$ cat src/rtl/probe_pkg.sv
package probe_pkg;
  localparam int unsigned STATE_W   = 2;
  localparam int unsigned HDR_WORDS = 2;

  typedef enum logic [STATE_W-1:0] {
    SLOT_EMPTY   = 2'd0,
    SLOT_PENDING = 2'd1,
    SLOT_BUSY    = 2'd2,
    SLOT_BAD     = 2'd3
  } slot_state_e;
endpackage

$ cat src/rtl/probe_tag_history.sv
module probe_tag_history #(
  parameter int unsigned DEPTH = 4,
  parameter int unsigned TAG_W = 8
) (
  input  logic                   clk,
  input  logic                   rst_n,
  input  logic                   shift_i,
  input  logic [TAG_W-1:0]       tag_i,
  output logic [DEPTH*TAG_W-1:0] hist_o
);
  logic [TAG_W-1:0] entry_q [DEPTH];

  generate
    for (genvar k = 0; k < DEPTH; k++) begin : g_entry
      if (k == 0) begin : g_head
        always_ff @(posedge clk) begin
          if (!rst_n)       entry_q[0] <= '0;
          else if (shift_i) entry_q[0] <= tag_i;
        end
      end else begin : g_tail
        always_ff @(posedge clk) begin
          if (!rst_n)       entry_q[k] <= '0;
          else if (shift_i) entry_q[k] <= entry_q[k-1];
        end
      end
      assign hist_o[k*TAG_W +: TAG_W] = entry_q[k];
    end
  endgenerate


  newest_tag_chk: assert property (@(posedge clk) disable iff (!rst_n)
    shift_i |=> hist_o[TAG_W-1:0] == $past(tag_i));

  idle_hold_chk: assert property (@(posedge clk) disable iff (!rst_n)
    (!shift_i && rst_n) |=> $stable(hist_o));
endmodule

$ cat src/rtl/probe_word_mux.sv
module probe_word_mux
  import probe_pkg::*;
#(
  parameter int unsigned NUM_SLOTS = 4,
  parameter int unsigned DEPTH     = 4,
  parameter int unsigned TAG_W     = 8,
  parameter int unsigned ADDR_W    = 8,
  parameter int unsigned DATA_W    = 32
) (
  input  logic [NUM_SLOTS*STATE_W-1:0] slots_i,
  input  logic [DEPTH*TAG_W-1:0]       hist_i,
  input  logic [ADDR_W-1:0]            addr_i,
  output logic [DATA_W-1:0]            word_o
);
  localparam int unsigned SLOT_BASE = HDR_WORDS;
  localparam int unsigned HIST_BASE = SLOT_BASE + NUM_SLOTS;
  localparam int unsigned TOTAL     = HIST_BASE + DEPTH;

  logic [DATA_W-1:0] words [TOTAL];

  assign words[0] = DATA_W'(NUM_SLOTS);
  assign words[1] = DATA_W'(DEPTH);

  generate
    for (genvar s = 0; s < NUM_SLOTS; s++) begin : g_slot
      assign words[SLOT_BASE+s] = DATA_W'(slots_i[s*STATE_W +: STATE_W]);
    end
    for (genvar k = 0; k < DEPTH; k++) begin : g_hist
      assign words[HIST_BASE+k] = DATA_W'(hist_i[k*TAG_W +: TAG_W]);
    end
  endgenerate

  always_comb begin
    word_o = '0;
    for (int w = 0; w < TOTAL; w++) begin
      if (addr_i == ADDR_W'(w)) word_o = words[w];
    end
  end
endmodule

$ cat src/rtl/probe_rsp_reg.sv
module probe_rsp_reg #(
  parameter int unsigned DATA_W = 32
) (
  input  logic              clk,
  input  logic              rst_n,
  input  logic              load_i,
  input  logic [DATA_W-1:0] word_i,
  input  logic              drain_i,
  output logic              valid_o,
  output logic [DATA_W-1:0] data_o
);
  always_ff @(posedge clk) begin
    if (!rst_n) begin
      valid_o <= 1'b0;
      data_o  <= '0;
    end else if (load_i) begin
      valid_o <= 1'b1;
      data_o  <= word_i;
    end else if (drain_i) begin
      valid_o <= 1'b0;
    end
  end


  stall_hold_chk: assert property (@(posedge clk) disable iff (!rst_n)
    (valid_o && !drain_i && !load_i) |=> (valid_o && $stable(data_o)));

  load_shows_chk: assert property (@(posedge clk) disable iff (!rst_n)
    load_i |=> valid_o);
endmodule

$ cat src/rtl/sched_probe.sv
module sched_probe
  import probe_pkg::*;
#(
  parameter int unsigned NUM_SLOTS   = 4,
  parameter int unsigned TRACE_DEPTH = 4,
  parameter int unsigned TAG_W       = 8,
  parameter int unsigned ADDR_W      = 8,
  parameter int unsigned DATA_W      = 32
) (
  input  logic                         clk,
  input  logic                         rst_n,
  input  logic [NUM_SLOTS*STATE_W-1:0] slot_state_i,
  input  logic                         issue_i,
  input  logic [TAG_W-1:0]             issue_tag_i,
  input  logic                         rd_req_valid_i,
  output logic                         rd_req_ready_o,
  input  logic [ADDR_W-1:0]            rd_addr_i,
  output logic                         rd_rsp_valid_o,
  input  logic                         rd_rsp_ready_i,
  output logic [DATA_W-1:0]            rd_rsp_data_o
);
  localparam int unsigned MAP_WORDS = HDR_WORDS + NUM_SLOTS + TRACE_DEPTH;

  logic [TRACE_DEPTH*TAG_W-1:0] hist;
  logic [DATA_W-1:0]            word;
  logic                         accept;

  assign rd_req_ready_o = !rd_rsp_valid_o || rd_rsp_ready_i;
  assign accept         = rd_req_valid_i && rd_req_ready_o;

  probe_tag_history #(.DEPTH(TRACE_DEPTH), .TAG_W(TAG_W)) u_hist (
    .clk(clk), .rst_n(rst_n), .shift_i(issue_i), .tag_i(issue_tag_i),
    .hist_o(hist));

  probe_word_mux #(.NUM_SLOTS(NUM_SLOTS), .DEPTH(TRACE_DEPTH), .TAG_W(TAG_W),
                   .ADDR_W(ADDR_W), .DATA_W(DATA_W)) u_mux (
    .slots_i(slot_state_i), .hist_i(hist), .addr_i(rd_addr_i), .word_o(word));

  probe_rsp_reg #(.DATA_W(DATA_W)) u_rsp (
    .clk(clk), .rst_n(rst_n), .load_i(accept), .word_i(word),
    .drain_i(rd_rsp_ready_i), .valid_o(rd_rsp_valid_o), .data_o(rd_rsp_data_o));


  past_end_zero_chk: assert property (@(posedge clk) disable iff (!rst_n)
    (accept && (rd_addr_i >= ADDR_W'(MAP_WORDS))) |=> rd_rsp_data_o == '0);

  slot_count_chk: assert property (@(posedge clk) disable iff (!rst_n)
    (accept && rd_addr_i == '0) |=> rd_rsp_data_o == DATA_W'(NUM_SLOTS));

  no_loss_chk: assert property (@(posedge clk) disable iff (!rst_n)
    (rd_rsp_valid_o && !rd_rsp_ready_i) |-> !rd_req_ready_o);
endmodule

$ cat config.mk
export PLATFORM = sky130hd
export DESIGN_NAME = sched_probe
export DESIGN_NICKNAME = d
export VERILOG_FILES = /design/src/rtl/probe_pkg.sv /design/src/rtl/probe_tag_history.sv /design/src/rtl/probe_word_mux.sv /design/src/rtl/probe_rsp_reg.sv /design/src/rtl/sched_probe.sv
export SDC_FILE = /design/constraint.sdc
export NUM_CORES = 1
export LEC_CHECK = 0
export ABC_AREA = 1
export BUFFER_PORTS_ARGS = -buffer_cell sky130_fd_sc_hd__clkbuf_2
export CELL_PAD_IN_SITES_DETAIL_PLACEMENT = 0
export CELL_PAD_IN_SITES_GLOBAL_PLACEMENT = 1
export CORE_ASPECT_RATIO = 0.7
export CORE_MARGIN = 2
export CORE_UTILIZATION = 25
export DETAILED_ROUTE_END_ITERATION = 10
export PLACE_DENSITY = 0.58
export SLEW_MARGIN = 40
export SYNTH_ARGS = -nofsm -noshare
export SYNTH_HDL_FRONTEND = slang
export SYNTH_HIERARCHICAL = 1
export SYNTH_SLANG_ARGS = --single-unit
$ cat constraint.sdc
create_clock -name clk -period 1.7 [get_ports clk]
set_input_delay 0.34 -clock clk [delete_from_list [all_inputs] [get_ports clk]]
set_output_delay 0.34 -clock clk [all_outputs]
set_load 0.005 [all_outputs]
**Word-level counts from Yosys, hierarchy flattened**

Memory sizes are Yosys's and may differ from the RTL's.
Index checks and enable logic that the tools add are counted.

- Equal/unequal tests: 9
- Multiplexer cells: 20
- Bitwise operators: 4
- Reductions and logical operators: 5

Operators by type and width:

| operator | count |
|---|---|
| two-way mux 8 bit | 8 |
| equality test 8 x 3 -> 1 bit, second input constant | 4 |
| two-way mux 3 bit | 6 |
| equality test 8 x 2 -> 1 bit, second input constant | 2 |
| equality test 8 x 4 -> 1 bit, second input constant | 2 |
| equality test 8 x 1 -> 1 bit, second input constant | 1 |
| zero test 8 bit | 1 |
| two-way mux 1 bit | 6 |
| bitwise OR 1 bit | 4 |
| nonzero test 2 bit | 1 |
| logical AND 1 bit | 1 |
| zero test 1 bit | 1 |
| logical OR 1 bit | 1 |

- Register bits: 33
- RAM bits: 32
- Input bits: 29
- Output and inout port bits: 34
- Logic and storage cells: 41
- Memories kept: 1

Memory list:

| name | words | width | rd ports | clocked after memory_dff | wr ports | line | source |
|---|---|---|---|---|---|---|---|
| u_hist.entry_q | 4 | 8 | 4 | 0 | 4 | probe_tag_history.sv:11 | `logic [TAG_W-1:0] entry_q [DEPTH];` |

**Longest topological paths before layout**

- Word-level depth: 11
- Mapped depth: 10
- Depth with buffers taken out: 9

**Modules after synthesis**

The synthesis kept the hierarchy.

Modules (own cells, without submodules):

| module | times used | cells an instance | area each (um^2) | seq. area each (um^2) |
|---|---|---|---|---|
| probe_tag_history | 1 | 102 | 1,338.8 | 960.9 |
| probe_rsp_reg | 1 | 143 | 1,156.1 | 660.6 |
| probe_word_mux | 1 | 108 | 645.6 | 0.0 |
| sched_probe | 1 | 4 | 20.0 | 0.0 |

**Worst setup path before layout**

OpenSTA, ideal clock, no wires.

- Path kind: input to register
- From: input port issue_i
- To: memory u_hist.entry_q[0][0], enable pin
- Setup time: 0.390 ns
- Arrival time: 1.055 ns
- Required time: 1.310 ns
- Setup slack: 0.255 ns
- Stages on the path: 2
- Path buffers: 0
- Cells stage by stage: inv_1 > nand2_1

RTL lines:

| item | line | source |
|---|---|---|
| start: declaration | sched_probe.sv:13 | `input logic issue_i,` |
| end: declaration | probe_tag_history.sv:11 |  |

**Final worst setup path**

- From: register u_rsp.valid_o
- To: register u_rsp.data_o[2]

- Word-level cells in the longest chain between the ends: 3

Ends and longest elaborated chain:

| item | line | source |
|---|---|---|
| start: declaration | probe_rsp_reg.sv:9 | `output logic valid_o,` |
| start signal: assignment | probe_rsp_reg.sv:14 | `valid_o <= 1'b0;` |
| start signal: assignment | probe_rsp_reg.sv:17 | `valid_o <= 1'b1;` |
| start signal: assignment | probe_rsp_reg.sv:20 | `valid_o <= 1'b0;` |
| zero test 1 bit | sched_probe.sv:28 | `assign rd_req_ready_o = !rd_rsp_valid_o \|\| rd_rsp_ready_i;` |
| logical OR 1 bit | sched_probe.sv:28 |  |
| logical AND 1 bit | sched_probe.sv:29 | `assign accept = rd_req_valid_i && rd_req_ready_o;` |
| net accept | sched_probe.sv:26 | `logic accept;` |
| end signal: assignment | probe_rsp_reg.sv:18 | `data_o <= word_i;` |
| end: declaration | probe_rsp_reg.sv:10 | `output logic [DATA_W-1:0] data_o` |

The timed path passes the listed nets, and every way through them passes these cells.
A chain may end at the register's enable or synchronous reset.

==> results.txt <==
WHS: 274.6 ps
Avg Cell Area, Syn: 8.853 sq um
Synth async-reset ratio: 0%
CP Launch Type: flip-flop
Core area: 12,380 sq um
Pre-CTS WS: 135.0 ps
Slew Viols, Final: 0
Worst R2R Path Depth: 4
WHS Endpoint: u_rsp/valid_o
Flop2flop setup slack: 460 ps
Skew final: 11.51 ps
Critical Path AT: 1500 ps
Crit path time final: 1243 ps
Final hold viol count: 0
Part of the power in combinational logic: 9.0%
Hold path start: rd_rsp_ready_i
Cell count after synthesis: 357
Synth top area cells: edfxtp_1 30%, dfxtp_1 21%, nor2_1 8.7%
Sequential area share after synthesis: 51.31%
Area growth from synthesis to layout: 21.93%
Total power: 4.025 mW
Drt drc: 0
Number of global-route vias before repair: 2,405
Worst vdd ir: 0.0006412 V
Internal: 3.099 mW
Crit Path Max Fanout: 33
Clk_lat worst skew: 330 ps
Top FF cell, synth: dfxtp_1
Synth top cells by count: 73 x nor2_1, 38 x inv_1, 33 x dfxtp_1
CP endpoint kind: flip-flop
YS warnings: 6
Fmax: 804.7 MHz
Die X: 138.4 um
Site Rows: 34
Area fraction of the dominant cell type after synthesis: 30.40%
Sequential Power Share: 45.2%
LEAKAGE: 1.737 nW
Die Y-Extent: 98.07 um
Post-cts resize count: 0
FF-to-FF End: u_rsp/data_o[2]
Die Area: 13,570 sq um
Htree depth: 3
Num CTS Buffers: 9
Largest net degree at the start of global routing: 34
Overflow after GRT: 0
Hold buffers post-CTS: 0
Reg clk slew, reported paths: 60 ps
Final GP Congestion: 0.7344
Iteration-0 DRC count of the detailed router: 113
Status: completed
Clk sinks: 65
Final nets: 453
R2r startpoint: u_rsp/valid_o
Min-delay worst type: in2reg
Ant diodes: 0
Initial antenna violation count: 0
Setup Viol. Count Final: 0
Sw Ratio: 23.00%
Routed wire per std cell: 11.63 um
Vias: 2,293
Post-synthesis cell type count: 27
Clock share of power: 45.9%
WL final: 6872 um
Area occupied by multi-input gates: 1150 sq um
Clock buffer depth: 2
CTS tree: done
Post-synth EDFFs: 32
Tot GR Track Use: 11.21%
Detail Route Antenna Nets: 0
Post-Syn Area: 3161 sq um
P per Cell Area: 1044 nW/um^2
Req. time, crit path: 1960 ps
Top-count cell post-synth: nor2_1
Via-per-instance ratio: 3.880
Post-Route Utilization: 31.13%
DR pass1 iterations: 4
Port Buffers: 62
Seq cells post-synth: 65
Layout cells sized above 1: 31.47%
P_sw: 0.9255 mW
Setup_tns: 0 ps
Detailed placement HPWL: 4839 um
Worst Max-Slew Pin Slew: 632.4 ps
Reg area: 1622 sq um
Starting Density: 25.53%
Top Ports: 63
Post-CTS Setup Repair Bufs: 0
Max-Slew Margin vs Limit: 57.78%
Synth area leader: edfxtp_1
Fraction of the cycle the final worst path needs: 73.10%
Crit path kind: reg2reg
First-pass GRT wire length: 12,060 um
Worst hold path depth: 4
Filler cells: 1,338
CTS root buffer: clkbuf_16
Setup repair after global routing missed its margin: false
Post-route setup slack: 457.3 ps
Max-cap violations: 0
flip-flops by register name, summed over array words and instances, names as in the netlist:
signal	count
u_hist/entry_q	32
u_rsp/data_o	32
u_rsp/valid_o	1
cell type report:
class,instances,area share (%)
inverters,45,4.643
multi-input cells,233,29.84
clock inverters,1,0.1299
well taps,162,5.260
clock buffers,15,7.792
flip-flops and latches,65,42.08
repair buffers,70,10.26
power groups by stage:
stage | sequential, mW | clock [mW] | combinational (mW)
2_1_floorplan | 1.84 | 0 | 0.259
3_3_place_gp | 1.85 | 0 | 0.362
3_5_place_dp | 1.85 | 0 | 0.366
4_1_cts | 1.82 | 1.93 | 0.367
5_1_grt | 1.83 | 2.00 | 0.417
6_report | 1.82 | 1.85 | 0.360
logic make-up after synthesis:
group                  Yosys count  share of synthesized area, %
buffers and inverters           82                         15.04
other                            1                        0.1187
AO/OA/AOI/OAI                   38                         6.492
AND/OR/NAND/NOR                171                         27.04
flip-flops                      65                         51.31
per-layer routing:
layer / up-vias / global-route usage (%) / share of wire [%]
li1: 1220 / - / -
met1: 1038 / 15.42 / 52
met2: 30 / 16.76 / 44
met3: 5 / 4.267 / 3.8
met4: 0 / 2.590 / 0.52
met5: - / 0 / 0
worst max-delay path, stage by stage, from the launching register on:
cell and delay (ps):
dfxtp_1 380, a21oi_2 100, inv_2 480, nor2_1 100
nor2_1 120
worst max-delay path by stage:
stage	to	from	slack, ps
after floorplan	u_hist/entry_q[0][0]	issue_i	260
after CTS	u_rsp/data_o[4]	u_rsp/valid_o	440
after detailed placement	u_rsp/data_o[3]	rd_addr_i[7]	140
after global routing	u_rsp/data_o[4]	u_rsp/valid_o	290
after global placement	u_rsp/data_o[3]	rd_addr_i[7]	120
final	u_rsp/data_o[2]	u_rsp/valid_o	460
through the flow:
stage               area, sq um  std cells
floorplan                  3247        380
global route               3854        591
detailed placement         3548        575
global placement           3548        575
CTS                        3854        591
finish                     3854        591
cell usage in the layout, fill, tap and decap left out, drive strengths merged, types with 8 or more instances in the layout:
cell type,synthesis,final
edfxtp,32,32
dfxtp,33,33
inv,44,44
buf,31,8
nand3,18,18
o21ai,32,32
conb,1,24
clkbuf,6,77
nor2,107,107
nand2,37,37
(Power assumes the default switching activity.)
